File: src/rtl/float_wait_ctrl.sv
module float_wait_ctrl #(
  parameter int NCS = 4,
  parameter int CW  = 4,
  localparam int CSW = (NCS > 1) ? $clog2(NCS) : 1
) (
  input  logic              clk,
  input  logic              rst_n,
  input  logic              req,
  input  logic              req_wr,
  input  logic [CSW-1:0]    req_cs,
  input  logic              rd_done,
  input  logic [CSW-1:0]    rd_done_cs,
  input  logic [NCS*CW-1:0] cfg_float_len,
  input  logic [NCS-1:0]    cfg_float_opt,
  input  logic [NCS*CW-1:0] cfg_rd_hold,
  input  logic [NCS*CW-1:0] cfg_rd_setup,
  input  logic [NCS*CW-1:0] cfg_wr_setup,
  output logic              grant,
  output logic              busy
);

  logic [CW-1:0]  cnt;
  logic [CSW-1:0] last_cs;
  logic           dir_rd;

  logic [CW-1:0] done_len, done_hold, rem;
  logic [CW-1:0] setup, credit;
  logic          float_blk, turn_blk;

  assign done_len  = cfg_float_len[rd_done_cs*CW +: CW];
  assign done_hold = cfg_rd_hold[rd_done_cs*CW +: CW];
  assign rem       = (done_len > done_hold) ? done_len - done_hold : '0;

  assign setup  = req_wr ? cfg_wr_setup[req_cs*CW +: CW] : cfg_rd_setup[req_cs*CW +: CW];
  assign credit = (req_cs == last_cs && cfg_float_opt[last_cs]) ? setup : '0;

  assign float_blk = cnt > credit;
  assign turn_blk  = req_wr && dir_rd;
  assign busy      = req && (float_blk || turn_blk);
  assign grant     = req && !busy;

  always_ff @(posedge clk) begin
    if (!rst_n) begin
      cnt     <= '0;
      last_cs <= '0;
      dir_rd  <= 1'b0;
    end else if (rd_done) begin
      cnt     <= rem;
      last_cs <= rd_done_cs;
      dir_rd  <= 1'b1;
    end else begin
      if (cnt != '0) cnt <= cnt - 1'b1;
      if (req) dir_rd <= 1'b0;
    end
  end

  AST_GRANT_BUSY_EXCL: assert property (@(posedge clk) disable iff (!rst_n)
    !(grant && busy));
  AST_HOLD_COVERS: assert property (@(posedge clk) disable iff (!rst_n)
    rd_done && (done_hold >= done_len) |=> cnt == '0);
  AST_COUNT_DOWN: assert property (@(posedge clk) disable iff (!rst_n)
    !rd_done && cnt != '0 |=> cnt == $past(cnt) - 1'b1);
  AST_EXPIRED_GRANT: assert property (@(posedge clk) disable iff (!rst_n)
    req && !req_wr && cnt == '0 |-> grant);
  AST_OTHER_CS_WAITS: assert property (@(posedge clk) disable iff (!rst_n)
    req && req_cs != last_cs && cnt != '0 |-> busy);
  AST_RD_TO_WR_TURN: assert property (@(posedge clk) disable iff (!rst_n)
    $past(rd_done) && req && req_wr |-> busy);
  AST_ZERO_LEN: assert property (@(posedge clk) disable iff (!rst_n)
    rd_done && done_len == '0 |=> cnt == '0);

endmodule

File: config.mk
export PLATFORM = sky130hd
export DESIGN_NAME = float_wait_ctrl
export DESIGN_NICKNAME = d
export VERILOG_FILES = /design/src/rtl/float_wait_ctrl.sv
export SDC_FILE = /design/constraint.sdc
export NUM_CORES = 1
export LEC_CHECK = 0
export BUFFER_PORTS_ARGS = -buffer_cell sky130_fd_sc_hd__buf_2
export CORE_ASPECT_RATIO = 0.5
export CORE_MARGIN = 3
export CORE_UTILIZATION = 35
export CTS_BUF_LIST = sky130_fd_sc_hd__clkbuf_8
export DETAILED_ROUTE_END_ITERATION = 10
export PLACE_DENSITY = 0.71
export SETUP_SLACK_MARGIN = 0.3
export SLEW_MARGIN = 10
export SYNTH_ARGS = -nofsm -noshare
export SYNTH_HDL_FRONTEND = slang
export SYNTH_SLANG_ARGS = --single-unit
export TNS_END_PERCENT = 30
File: constraint.sdc
create_clock -name clk -period 4.01 [get_ports clk]
set_input_delay 0.401 -clock clk [delete_from_list [all_inputs] [get_ports clk]]
set_output_delay 0.401 -clock clk [all_outputs]
set_load 0.02 [all_outputs]
==> impl_metrics.prom <==
# TYPE chip_impl_metric gauge
chip_impl_metric{name="vias",unit=""} 1131
chip_impl_metric{name="floorplan.core_area",unit="um^2"} 2770
chip_impl_metric{name="layout-drive-gt1-share",unit="%"} 56.0
chip_impl_metric{name="grt_start_max_net_pins",unit=""} 13
chip_impl_metric{name="cts_made_buffers",unit=""} 3
chip_impl_metric{name="post-cts-setup-buffers",unit=""} 0
chip_impl_info{name="most_used_standard_cells_in_the_synthesized_netlist",value="16 x mux4_2, 10 x ha_1, 10 x inv_1, 7 x dfxtp_1"} 1
chip_impl_metric{name="ios",unit=""} 79
chip_impl_metric{name="cts-resized-gates",unit=""} 0
chip_impl_metric{name="final_antenna_diode_count",unit=""} 0
chip_impl_metric{name="layout.nets",unit=""} 271
chip_impl_metric{name="worst_clock_skew",unit="ns"} 0.0000468
chip_impl_metric{name="totalPowerFinal",unit="uW"} 443
chip_impl_metric{name="drt-total-wl",unit="um"} 2780
chip_impl_metric{name="timing.final.crit_share",unit="%"} 71.8
chip_impl_info{name="ys_dominant_reg_cell",value="dfxtp_1"} 1
chip_impl_info{name="endpoint_kind",value="output pin"} 1
chip_impl_metric{name="vert_die_dim",unit="um"} 45.4
chip_impl_metric{name="number_of_global_route_vias_before_repair",unit=""} 1132
chip_impl_metric{name="clkSinkCount",unit=""} 7
chip_impl_metric{name="placement.io_buffers",unit=""} 78
chip_impl_metric{name="cp_max_fo",unit=""} 12
chip_impl_metric{name="timing_hold_violations_final",unit=""} 0
chip_impl_info{name="grt_setup_unrepaired",value="false"} 1
chip_impl_metric{name="postSynth.asyncResetShare",unit="%"} 0
chip_impl_metric{name="finalSetupViolations",unit=""} 0
chip_impl_metric{name="max_slew.worst_pin.slew",unit="ns"} 0.310
chip_impl_metric{name="worst_ep_arrival_time",unit="ns"} 2.48
chip_impl_metric{name="synthesis.area_per_instance",unit="um^2"} 10.2
chip_impl_metric{name="yosys_warnings",unit=""} 0
chip_impl_metric{name="max-clock-path-buffers",unit=""} 2
chip_impl_metric{name="post_drt_wl_per_cell",unit="um"} 12.7
chip_impl_info{name="outcome",value="completed"} 1
chip_impl_metric{name="fin_setup_tns",unit="ns"} 0
chip_impl_metric{name="synth_cell_types",unit=""} 30
chip_impl_metric{name="number_of_synthesized_flops_with_an_enable_pin",unit=""} 0
chip_impl_metric{name="floorplan.die_area",unit="um^2"} 3850
chip_impl_metric{name="ff_latch_area",unit="um^2"} 140
chip_impl_info{name="path_cells",value="buf_2, nor3b_1, a31oi_1, o31a_1, or2_2, ha_1, nor2b_1, o211ai_1, a21oi_1, nor3_1, buf_2"} 1
chip_impl_metric{name="dr.pass1.iters",unit=""} 4
chip_impl_metric{name="detailedPlacementHpwl",unit="um"} 2540
chip_impl_info{name="synth_top_area_cell",value="mux4_2"} 1
chip_impl_info{name="synthMostInstantiatedCell",value="mux4_2"} 1
chip_impl_metric{name="clock.fmax",unit="MHz"} 347
chip_impl_metric{name="fin_crit",unit="ns"} 2.88
chip_impl_info{name="cts-root-buf",value="clkbuf_8"} 1
chip_impl_info{name="tritoncts",value="yes"} 1
chip_impl_metric{name="critical_path_max_stage_delay",unit="ns"} 0.31
chip_impl_metric{name="nFillCells",unit=""} 265
chip_impl_metric{name="drt_iter0_markers",unit=""} 17
chip_impl_metric{name="synth-seq-cells",unit=""} 7
chip_impl_metric{name="synth-seq-area-share",unit="%"} 12.9
chip_impl_info{name="startpoint_types",value="input pin"} 1
chip_impl_metric{name="max_slew_margin",unit="%"} 79.3
chip_impl_metric{name="power-per-cell-area",unit="nW/um^2"} 289
chip_impl_info{name="cell_types_with_the_largest_area_share_after_synthesis",value="mux4_2 33%, dfxtp_1 13%, ha_1 12%"} 1
chip_impl_metric{name="cts.reportedPaths.clkPinSlew",unit="ns"} 0.04
chip_impl_metric{name="detail_route.vias_per_cell",unit=""} 5.16
chip_impl_info{name="criticalPathCategory",value="in -> out"} 1
chip_impl_metric{name="ir_drop",unit="mV"} 0.122
chip_impl_metric{name="grt_first_pass_wirelength",unit="um"} 4510
chip_impl_metric{name="area_delta_synth_final",unit="%"} 41.1
chip_impl_metric{name="postSynthNetCount",unit=""} 194
chip_impl_metric{name="finalMaxSlewViolations",unit=""} 0
chip_impl_metric{name="critPathRequiredTime",unit="ns"} 3.61
chip_impl_info{name="critical_path.slowest_cell",value="or2_2"} 1
chip_impl_metric{name="mappedNetlistArea",unit="um^2"} 1090
chip_impl_info{name="critPathMostFrequentCell",value="buf_2"} 1
chip_impl_metric{name="std_cell_rows",unit=""} 13
chip_impl_metric{name="multi_input_comb_area",unit="um^2"} 872
chip_impl_metric{name="groute.usage.overall",unit="%"} 14.6
chip_impl_metric{name="die_boundary_width",unit="um"} 84.8
chip_impl_metric{name="cap_violations",unit=""} 0
chip_impl_metric{name="synth.top_cell.area_share",unit="%"} 33.2
chip_impl_metric{name="antenna_found_initial",unit=""} 0
chip_impl_metric{name="route.antenna.remaining_nets",unit=""} 0
chip_impl_metric{name="drc",unit=""} 0
chip_impl_metric{name="cts_max_level",unit=""} 1
chip_impl_metric{name="globalplace.congestion",unit=""} 0.821
chip_impl_metric{name="worstSkewPairLatency",unit="ns"} 0.23
chip_impl_metric{name="initial_core_util",unit="%"} 39.3
chip_impl_metric{name="hold_buffers",unit=""} 0
chip_impl_metric{name="leakagePower",unit="nW"} 0.747
chip_impl_metric{name="synthesis.instances",unit=""} 106
chip_impl_metric{name="gr-total-overflow",unit=""} 0
chip_impl_info{name="hold_path_class",value="in -> reg"} 1
## area by class of cell
cell class	instances	area share (%)
multi-input cells	83	56.9
repair buffers	78	25.5
flip-flops and latches	7	9.14
well taps	37	3.02
clock buffers	3	2.69
inverters	10	2.45
clock inverters	1	0.327
## power by group
part	total [mW]	internal [mW]	leakage, nW	switching, mW
logic	0.248	0.132	0.663	0.116
registers	0.0972	0.0832	0.0580	0.0140
clock network	0.0980	0.0672	0.0255	0.0307
## cell families (layout without fill, tap and decap cells)
kind of cell	count (synthesis)	after routing	share of synthesized area, %
simple gates	26	26	14.1
mux	22	22	38.7
compound gates	20	20	10.9
buf+inv	16	92	6.80
fa+ha+maj	11	11	13.4
flops	7	7	12.9
xor+xnor	4	4	3.23
## final timing paths
path / slack [ns] / start / cells after the start / to
setup / recovery: 1.13 / req_cs[0] / 11 / grant
hold / removal: 0.48 / rst_n / 3 / cnt[2]$_SDFFE_PN0P_
setup reg to reg: 2.58 / cnt[0]$_SDFFE_PN0P_ / 5 / cnt[0]$_SDFFE_PN0P_
hold reg to reg: 0.50 / dir_rd$_SDFFE_PN0P_ / 2 / dir_rd$_SDFFE_PN0P_
## layout by cell type (no fill, tap or decap), drive strengths merged, types with 2 or more instances in the layout
| cell type | n |
|---|---|
| or2 | 3 |
| inv | 10 |
| a31oi | 3 |
| a21oi | 6 |
| o21ai | 6 |
| nor2 | 6 |
| dfxtp | 7 |
| clkbuf | 3 |
| nor3b | 2 |
| nand4 | 2 |
| nor2b | 4 |
| mux4 | 16 |
| o211ai | 2 |
| nor3 | 2 |
| ha | 10 |
| xnor2 | 4 |
| buf | 78 |
| mux2i | 6 |
| nand2 | 2 |
## state kept, by name, summed over array words and instances (netlist names)
name and cells:
dir_rd 1, last_cs 2, cnt 4
## metrics by stage
| step | hold WS (ns) | cells | utilization [%] | cell area (um^2) | setup slack, ns |
|---|---|---|---|---|---|
| floorplan | 0.467 | 106 | - | 1090 | 1.24 |
| global placement | 0.491 | 215 | 53.8 | 1490 | 1.22 |
| detailed placement | 0.497 | 215 | 53.8 | 1490 | 1.10 |
| CTS | 0.464 | 219 | 55.4 | 1530 | 1.11 |
| global route | 0.475 | 219 | 55.4 | 1530 | 0.986 |
| finish | 0.477 | 219 | 55.4 | 1530 | 1.13 |
## metal layers
metal  vias up  wire [um]  track usage [%]
met5         -          0                0
met4         0         23             5.05
met3         2        193             1.81
met2        46       1410             28.1
met1       524       1150             17.5
li1        559          -                -
## worst max-delay path, delay by kind of cell
| family | cells | cell delay, ns |
|---|---|---|
| buf+inv | 2 | 0.37 |
| simple gates | 4 | 0.80 |
| compound gates | 4 | 0.61 |
| fa+ha+maj | 1 | 0.28 |
Power figures use the tool's default switching activity.
